[src/rtl/xfc_pkg.sv]
// Shared types for the software flow-control receive detector.
// Assumes the mode encoding 00 off, 01 secondary, 10 primary, 11 paired.
package xfc_pkg;
    localparam int NUM_CHARS = 4;
    localparam int IDX_ON1  = 0;
    localparam int IDX_ON2  = 1;
    localparam int IDX_OFF1 = 2;
    localparam int IDX_OFF2 = 3;

    typedef enum logic [1:0] {
        MODE_OFF  = 2'b00,
        MODE_SEC  = 2'b01,
        MODE_PRI  = 2'b10,
        MODE_PAIR = 2'b11
    } fc_mode_e;

    typedef enum logic [1:0] {
        HOLD_NONE = 2'b00,
        HOLD_ON   = 2'b01,
        HOLD_OFF  = 2'b10
    } hold_e;

    typedef struct packed {
        logic wr_cur;
        logic flush;
        logic set_halt;
        logic clr_halt;
        logic xoff_ev;
        logic spec_ev;
        logic arm_on;
        logic arm_off;
        logic disarm;
    } verdict_t;
endpackage

[src/rtl/xfc_match.sv]
// Equality comparators: one per programmable match character.
// Assumes all characters share the width DATA_W.
module xfc_match
    import xfc_pkg::*;
#(
    parameter int DATA_W = 8
) (
    input  logic [DATA_W-1:0]                 rx_data,
    input  logic [NUM_CHARS-1:0][DATA_W-1:0]  chars,
    output logic [NUM_CHARS-1:0]              hit
);
    genvar g;
    generate
        for (g = 0; g < NUM_CHARS; g++) begin : g_cmp
            // Bitwise compare of the received byte against one character.
            always_comb hit[g] = (rx_data == chars[g]);
        end
    endgenerate
endmodule

[src/rtl/xfc_decide.sv]
// Per-byte decision logic: maps mode, hold state and match hits to actions.
// Purely combinational; the caller qualifies the result with rx_valid.
module xfc_decide
    import xfc_pkg::*;
(
    input  logic [1:0]           mode,
    input  hold_e                hold,
    input  logic [NUM_CHARS-1:0] hit,
    input  logic                 spec_en,
    output verdict_t             vd
);
    // Select the action for the current byte according to the mode.
    always_comb begin
        vd = '0;
        vd.spec_ev = spec_en & hit[IDX_OFF2];
        unique case (fc_mode_e'(mode))
            MODE_OFF: vd.wr_cur = 1'b1;
            MODE_PRI: begin
                if (hit[IDX_OFF1]) begin
                    vd.set_halt = 1'b1;
                    vd.xoff_ev  = 1'b1;
                end else if (hit[IDX_ON1]) begin
                    vd.clr_halt = 1'b1;
                end else begin
                    vd.wr_cur = 1'b1;
                end
            end
            MODE_SEC: begin
                if (hit[IDX_OFF2]) begin
                    vd.set_halt = 1'b1;
                    vd.xoff_ev  = 1'b1;
                end else if (hit[IDX_ON2]) begin
                    vd.clr_halt = 1'b1;
                end else begin
                    vd.wr_cur = 1'b1;
                end
            end
            MODE_PAIR: begin
                if (hold == HOLD_OFF) begin
                    vd.disarm = 1'b1;
                    if (hit[IDX_OFF2]) begin
                        vd.set_halt = 1'b1;
                        vd.xoff_ev  = 1'b1;
                    end else begin
                        vd.flush  = 1'b1;
                        vd.wr_cur = 1'b1;
                    end
                end else if (hold == HOLD_ON) begin
                    vd.disarm = 1'b1;
                    if (hit[IDX_ON2]) begin
                        vd.clr_halt = 1'b1;
                    end else begin
                        vd.flush  = 1'b1;
                        vd.wr_cur = 1'b1;
                    end
                end else if (hit[IDX_OFF1]) begin
                    vd.arm_off = 1'b1;
                end else if (hit[IDX_ON1]) begin
                    vd.arm_on = 1'b1;
                end else begin
                    vd.wr_cur = 1'b1;
                end
            end
            default: vd.wr_cur = 1'b1;
        endcase
    end
endmodule

[src/rtl/xfc_emit.sv]
// FIFO write stage: registers one write per cycle and, when a broken pair
// is flushed, writes the held byte first and the current byte next cycle.
// Assumes no rx_valid in the cycle directly after a valid strobe.
module xfc_emit #(
    parameter int DATA_W = 8
) (
    input  logic              clk,
    input  logic              rst_n,
    input  logic              go,
    input  logic              wr_cur,
    input  logic              flush,
    input  logic [DATA_W-1:0] cur_data,
    input  logic [DATA_W-1:0] held_data,
    output logic              fifo_wr,
    output logic [DATA_W-1:0] fifo_data
);
    logic              pend_v;
    logic [DATA_W-1:0] pend_d;

    // Drive the FIFO write port and the one-deep pending slot.
    always_ff @(posedge clk) begin
        if (!rst_n) begin
            fifo_wr   <= 1'b0;
            fifo_data <= '0;
            pend_v    <= 1'b0;
            pend_d    <= '0;
        end else if (go && flush) begin
            fifo_wr   <= 1'b1;
            fifo_data <= held_data;
            pend_v    <= 1'b1;
            pend_d    <= cur_data;
        end else if (go && wr_cur) begin
            fifo_wr   <= 1'b1;
            fifo_data <= cur_data;
            pend_v    <= 1'b0;
        end else if (pend_v) begin
            fifo_wr   <= 1'b1;
            fifo_data <= pend_d;
            pend_v    <= 1'b0;
        end else begin
            fifo_wr   <= 1'b0;
        end
    end
endmodule

[src/rtl/xon_xoff_rx_detect.sv]
// Top of the software flow-control receive detector. Holds the transmit
// halt flag, the paired-mode first-character state, the sticky special
// status and the interrupt pulses. Assumes the mode is stable while a
// pair is held and that valid strobes are at least two cycles apart.
module xon_xoff_rx_detect
    import xfc_pkg::*;
#(
    parameter int DATA_W = 8
) (
    input  logic              clk,
    input  logic              rst_n,
    input  logic [DATA_W-1:0] rx_data,
    input  logic              rx_valid,
    input  logic [DATA_W-1:0] on1_char,
    input  logic [DATA_W-1:0] on2_char,
    input  logic [DATA_W-1:0] off1_char,
    input  logic [DATA_W-1:0] off2_char,
    input  logic [1:0]        fc_mode,
    input  logic              spec_en,
    input  logic              spec_ie,
    input  logic              stat_clr,
    output logic              fifo_wr,
    output logic [DATA_W-1:0] fifo_data,
    output logic              tx_halt,
    output logic              xoff_irq,
    output logic              spec_irq,
    output logic              spec_stat
);
    logic [NUM_CHARS-1:0][DATA_W-1:0] chars;
    logic [NUM_CHARS-1:0]             hit;
    verdict_t                         vd;
    hold_e                            hold_q;
    logic [DATA_W-1:0]                held_q;

    // Gather the match characters in index order.
    always_comb begin
        chars[IDX_ON1]  = on1_char;
        chars[IDX_ON2]  = on2_char;
        chars[IDX_OFF1] = off1_char;
        chars[IDX_OFF2] = off2_char;
    end

    xfc_match #(.DATA_W(DATA_W)) i_match (
        .rx_data (rx_data),
        .chars   (chars),
        .hit     (hit)
    );

    xfc_decide i_decide (
        .mode    (fc_mode),
        .hold    (hold_q),
        .hit     (hit),
        .spec_en (spec_en),
        .vd      (vd)
    );

    xfc_emit #(.DATA_W(DATA_W)) i_emit (
        .clk       (clk),
        .rst_n     (rst_n),
        .go        (rx_valid),
        .wr_cur    (vd.wr_cur),
        .flush     (vd.flush),
        .cur_data  (rx_data),
        .held_data (held_q),
        .fifo_wr   (fifo_wr),
        .fifo_data (fifo_data)
    );

    // Track the held first character of a pair.
    always_ff @(posedge clk) begin
        if (!rst_n) begin
            hold_q <= HOLD_NONE;
            held_q <= '0;
        end else if (rx_valid) begin
            if (vd.arm_off) begin
                hold_q <= HOLD_OFF;
                held_q <= rx_data;
            end else if (vd.arm_on) begin
                hold_q <= HOLD_ON;
                held_q <= rx_data;
            end else if (vd.disarm) begin
                hold_q <= HOLD_NONE;
            end
        end
    end

    // Maintain the transmit halt flag.
    always_ff @(posedge clk) begin
        if (!rst_n)                        tx_halt <= 1'b0;
        else if (rx_valid && vd.set_halt) tx_halt <= 1'b1;
        else if (rx_valid && vd.clr_halt) tx_halt <= 1'b0;
    end

    // Issue one-cycle interrupt pulses after a valid strobe.
    always_ff @(posedge clk) begin
        if (!rst_n) begin
            xoff_irq <= 1'b0;
            spec_irq <= 1'b0;
        end else begin
            xoff_irq <= rx_valid & vd.xoff_ev;
            spec_irq <= rx_valid & vd.spec_ev & spec_ie;
        end
    end

    // Sticky special-character status; a new hit wins over a clear.
    always_ff @(posedge clk) begin
        if (!rst_n)                       spec_stat <= 1'b0;
        else if (rx_valid && vd.spec_ev) spec_stat <= 1'b1;
        else if (stat_clr)               spec_stat <= 1'b0;
    end
endmodule

[config.mk]
export PLATFORM = sky130hd
export DESIGN_NAME = xon_xoff_rx_detect
export DESIGN_NICKNAME = d
export VERILOG_FILES = /design/src/rtl/xfc_pkg.sv /design/src/rtl/xfc_match.sv /design/src/rtl/xfc_decide.sv /design/src/rtl/xfc_emit.sv /design/src/rtl/xon_xoff_rx_detect.sv
export SDC_FILE = /design/constraint.sdc
export NUM_CORES = 1
export LEC_CHECK = 0
export ABC_AREA = 1
export BUFFER_PORTS_ARGS = -buffer_cell sky130_fd_sc_hd__clkbuf_2
export CORE_MARGIN = 2
export CORE_UTILIZATION = 54
export CTS_BUF_LIST = sky130_fd_sc_hd__clkbuf_2 sky130_fd_sc_hd__clkbuf_4 sky130_fd_sc_hd__clkbuf_8
export DETAILED_ROUTE_END_ITERATION = 6
export PLACE_DENSITY = 0.83
export SLEW_MARGIN = 20
export SYNTH_ARGS = -nofsm -noshare
export SYNTH_HDL_FRONTEND = slang
export SYNTH_SLANG_ARGS = --single-unit
[constraint.sdc]
create_clock -name clk -period 2.4 [get_ports clk]
set_input_delay 0.48 -clock clk [delete_from_list [all_inputs] [get_ports clk]]
set_output_delay 0.48 -clock clk [all_outputs]
set_load 0.03 [all_outputs]
======== After elaboration in Yosys (flattened, before gate mapping) ========
Cells that the tools add are included.
operators by class
  multiplexer cells ....................... 42
  bitwise operators ....................... 4
  reduce and logical (&&, ||, !) cells .... 13
  equal/unequal tests ..................... 9
operator list
  operator              number
  $mux W8               5
  $eq A8 B8 Y1          4
  $mux W1               26
  $mux W2               8
  $pmux W3 S3           1
  $eq A2 B2 Y1 const B  3
  $reduce_bool A2 Y1    3
  $reduce_bool A3 Y1    2
  $logic_and A1 B1 Y1   5
  $and A1 B1 Y1         4
  $eq A2 B1 Y1 const B  2
  $pmux W1 S4           1
  $reduce_and A2 Y1     2
  $mux W3               1
  $logic_not A2 Y1      1
word-level totals
  logic and storage cells ................. 78
  output and inout port bits .............. 13
  bits in registers ....................... 32

======== Depth between registers and ports, before layout ========
  depth after elaboration ................. 9
  mapped depth ............................ 16
  mapped depth without buffers ............ 14

======== Hierarchy ========
Synthesis repeated with hierarchy kept, for this count alone.
second synthesis, totals
  cell total of the unflattened synthesis .. 408
  area, all modules ....................... 2354.8 um^2
by module, submodules not included
  module              area each (um^2)  sequential area each (um^2)  cells each  instances
  xfc_emit            1032.2            360.3                        138         1
  xfc_match           615.6             0.0                          164         1
  xon_xoff_rx_detect  499.2             280.3                        64          1
  xfc_decide          207.7             0.0                          42          1

======== Least setup slack after synthesis ========
OpenSTA, ideal clock, no wires.
  path type ............................... input to register
  start ................................... input port rx_data[4]
  end ..................................... register i_emit.fifo_data[6]
  cell stages on the path ................. 14
  setup slack ............................. 0.545 ns
  library setup time ...................... 0.115 ns
  arrival time ............................ 1.740 ns
  path through ............................ buf_2 > xnor2_1 > nand2_1 > nor2_2 > nand2_1 > nand3_1 > nand2_1 > inv_2 > nand3_4 > nand2_4 > buf_12 > nand3b_1 > nand2_1 > a21oi_2
between the ends
  longest elaborated chain between the ends .. 9
RTL lines
  what                  RTL line                            text
  start, declared       xon_xoff_rx_detect.sv:12            input logic [DATA_W-1:0] rx_data,
  $eq A8 B8 Y1          xfc_match.sv:16                     always_comb hit[g] = (rx_data == chars[g]);
  $mux W1               xfc_decide.sv:22, xfc_decide.sv:58
  $mux W1               xfc_decide.sv:19                    if (hit[IDX_OFF1]) begin
  $mux W1               xfc_decide.sv:48                    end else if (hold == HOLD_ON) begin
  $mux W2               xfc_decide.sv:39                    if (hold == HOLD_OFF) begin
  $pmux W1 S4           xfc_decide.sv:16                    unique case (fc_mode_e'(mode))
  $logic_and A1 B1 Y1   xfc_emit.sv:32                      end else if (go && wr_cur) begin
  $mux W8               xfc_emit.sv:32
  $mux W8               xfc_emit.sv:27                      end else if (go && flush) begin
  end signal, assigned  xfc_emit.sv:29                      fifo_data <= held_data;
  end signal, assigned  xfc_emit.sv:34                      fifo_data <= cur_data;
  end signal, assigned  xfc_emit.sv:38                      fifo_data <= pend_d;
  end, declared         xfc_emit.sv:15                      output logic [DATA_W-1:0] fifo_data
Several ways; a longest one is shown, not always the timed one.
A chain may end at the register's enable or synchronous reset.

======== Worst setup path after layout ========
  start ................................... input port rx_data[0]
  end ..................................... register i_emit.fifo_data[1]
The elaborated chain is that of the path after synthesis.

==> summary.md <==
| Metric | Value |
|---|---|
| Outcome | `finished, final reports clean` |
| Final worst slack | `around 0.51 ns` |
| WP data required | `roughly 2.6 ns` |
| Slew margin rel. | `0.604` |
| Synth top area cells | `dfxtp_1 (30%), nand2_1 (12%), inv_1 (7.2%)` |
| Syn_nets | `between 300 and 400` |
| CP startpoint kind | `primary input` |
| Net Sw Frac | `0.291` |
| PD cells | `491 mW/mm^2` |
| Core area | `~0.0037 sq mm` |
| Seq cells post-synth | `32` |
| Remaining DRCs | `0` |
| FFs w/ async S/R, synth | `0` |
| RSZ-0062 raised after global routing | `no` |
| Drt pass-1 iters | `4` |
| Starting DRT DRC Count | `roughly 120` |
| Io pins | `61` |
| Multi-input logic area | `about 0.0012 sq mm` |
| Static leakage | `between 1 and 1.5 nW` |
| Nets | `approximately 420` |
| Initial Util | `0.573` |
| Busiest grt layer | `met2` |
| DIE AREA | `about 0.0045 sq mm` |
| Total Wirelength | `~4.5 mm` |
| Vias in the first global route | `1905` |
| Avg Vias per Cell | `4.98` |
| Post-synthesis instance total | `between 300 and 400` |
| Fin Hold WS | `0.400 ns` |
| DP Cell Count | `approximately 400` |
| Hpwl dp | `around 3.5 mm` |
| First-pass GRT wire length | `between 8 and 9 mm` |
| Area post-placement | `0.00240 sq mm` |
| Crit path kind | `in2reg` |
| Diodes inserted | `0` |
| TritonCTS Buffers | `5` |
| Max_cap viols | `0` |
| Clk pwr share | `0.323` |
| Logic pwr share | `0.226` |
| Unique cell type count in the Yosys netlist | `30` |
| Antenna violations before repair | `0` |
| Final Setup Violations | `0` |
| Worst Tran Pin Value | `between 0.5 and 0.6 ns` |
| Fmax | `~530 MHz` |
| Ys Warns | `0` |
| H-tree levels | `2` |
| GP Congestion | `0.854` |
| Total GRT Usage | `0.235` |
| Setup crit end kind | `register` |
| Final Critical Period | `around 1.9 ns` |
| CTS tree | `yes` |
| Maximum clock insertion buffer count | `2` |
| Sequential Power Share | `0.452` |
| Worst Path Max Fanout | `25` |
| Sequential element share of the synthesized area | `0.301` |
| WL per Instance | `~11 um` |
| Die W | `~67 um` |
| Worst EP arrival | `2.07 ns` |
| Final Hold Vio Count | `0` |
| Port buffer count | `60` |
| Avg Cell Area, Syn | `between 6 and 7 sq um` |
| Internal | `about 0.86 mW` |
| Postcts setup bufs | `0` |
| Grt met3 use | `0.0524` |
| Post-route ant nets | `0` |
| Total gr overflow | `0` |
| Post-route design area | `around 0.0025 sq mm` |
| Slew Limit Fails | `0` |
| Final cell count without fillers | `413` |
| TNS Setup | `0 ns` |
| Routed vias | `between 2000 and 2500` |
| # hold bufs at CTS | `0` |
| Largest net degree at the start of global routing | `34` |
| Worst hold path type | `in2reg` |
| Largest vdd supply drop | `approximately 0.24 mV` |
| GRT met1 Usage | `0.289` |
| Syn Std Cell Area | `~0.0021 sq mm` |
| CTS clock-pin slew for the worst setup and hold paths | `0.07 ns` |
| Met2 Usage GRT | `0.393` |
| Area leader, netlist | `dfxtp_1` |
| Fill count | `approximately 360` |
| Sink Count | `32` |
| Worst slack at placement | `0.224 ns` |
| Synth top area share | `0.301` |
| # rows | `22` |
| Fin crit share | `0.789` |
| Area growth syn-to-layout | `16.7%` |
| Ys flop type | `dfxtp_1` |
| Die H | `66.8 um` |
| Clk root buf | `clkbuf_8` |
| Most common cell in the netlist | `nand2_1` |
| Setup Skew | `between 0.007 and 0.008 ns` |
| Share of layout cells above drive strength 1 | `0.268` |
| Sequential cell area | `about 640 sq um` |
| Worst-skew pair later-pin latency | `about 0.28 ns` |
| PostCTS Resize Cnt | `0` |
| Synth cell count leaders | `nand2_1 (66), inv_1 (41), dfxtp_1 (32)` |
| Psw | `approximately 0.35 mW` |
| EDFF count, synth | `0` |
cells in the final DEF, fill, tap and decap left out:
| cell | Yosys | routed |
|---|---|---|
| a21oi_1 | 18 | 18 |
| a21oi_2 | 16 | 16 |
| a22oi_1 | 1 | 1 |
| buf_12 | 1 | 1 |
| buf_4 | 2 | 1 |
| clkbuf_2 | 0 | 60 |
| clkbuf_4 | 0 | 1 |
| clkbuf_8 | 0 | 5 |
| clkinv_1 | 1 | 1 |
| clkinv_2 | 0 | 1 |
| dfxtp_1 | 32 | 32 |
| ha_1 | 2 | 2 |
| inv_1 | 41 | 41 |
| inv_2 | 6 | 6 |
| nand2_1 | 66 | 66 |
| nand2_2 | 2 | 2 |
| nand2_4 | 1 | 1 |
| nand3_1 | 21 | 21 |
| nand3_2 | 1 | 1 |
| nand3_4 | 1 | 1 |
| nand3b_1 | 8 | 8 |
| nand4_1 | 3 | 3 |
| nor2_1 | 26 | 26 |
| nor2_2 | 2 | 2 |
| o21ai_0 | 21 | 21 |
| o221ai_1 | 1 | 1 |
| o22ai_1 | 1 | 1 |
| o31ai_1 | 1 | 1 |
| xnor2_1 | 16 | 16 |
| xor2_1 | 8 | 8 |
worst max-delay path: stages:
cell and delay (ns):
clkbuf_2 0.15, inv_2 0.11, nand2_1 0.05, nand2_1 0.05
nand2_1 0.06, nor2_2 0.17, nand2_1 0.12, nand3_1 0.08
nand2_1 0.07, inv_2 0.07, nand3_4 0.14, nand2_4 0.28
nand3b_1 0.11, nand2_1 0.10, a21oi_2 0.04
state kept, by name, summed over array words and instances (netlist names):
register,count
held_q,8
i_emit.fifo_data,8
i_emit.pend_d,8
hold_q,2
i_emit.fifo_wr,1
i_emit.pend_v,1
spec_irq,1
spec_stat,1
tx_halt,1
xoff_irq,1
power groups by stage:
stage	sequential (mW)	clock [mW]	combinational, mW
2_1_floorplan	0.590	0	0.176
3_3_place_gp	0.563	0	0.272
3_5_place_dp	0.563	0	0.276
4_1_cts	0.551	0.399	0.276
5_1_grt	0.552	0.416	0.310
6_report	0.551	0.393	0.275
routing by layer:
layer / up-vias / share of wire / routed length, um
met2: 66 / 0.45 / 2050
met5: - / 0 / 0
met1: 894 / 0.46 / 2100
li1: 1084 / - / -
met4: 0 / 0.025 / 115
met3: 11 / 0.058 / 263
cell type report:
cell class                 count  area share
inverter                      48      0.0725
clock buffer                   6      0.0307
tap                           48      0.0242
sequential                    32       0.258
clock inverter                 1     0.00202
timing repair buffer          62       0.132
multi-input combinational    216       0.481
stage by stage:
step | total power, mW | util
2_1_floorplan | 0.766 | -
3_3_place_gp | 0.834 | 0.646
3_5_place_dp | 0.839 | 0.646
4_1_cts | 1.23 | 0.668
5_1_grt | 1.28 | 0.668
6_report | 1.22 | 0.668
cell families after synthesis:
family	after synthesis	synth area share
AO/OA/AOI/OAI	59	0.172
adder cells (fa/ha/maj)	2	0.0118
XOR/XNOR	24	0.0988
AND/OR/NAND/NOR	131	0.279
buffers and inverters	64	0.138
flip-flops	32	0.301
path summary, 6_finish.rpt:
check / from / endpoint / slack [ns] / depth (start not counted)
setup reg to reg: hold_q[1] / held_q[6] / 0.55 / 9
hold / removal: spec_ie / spec_irq / 0.40 / 3
setup / recovery: rx_data[0] / i_emit.fifo_data[1] / 0.51 / 15
hold reg to reg: i_emit.pend_d[2] / i_emit.pend_d[2] / 0.45 / 2
No activity file was read; power rests on OpenSTA's default activity.
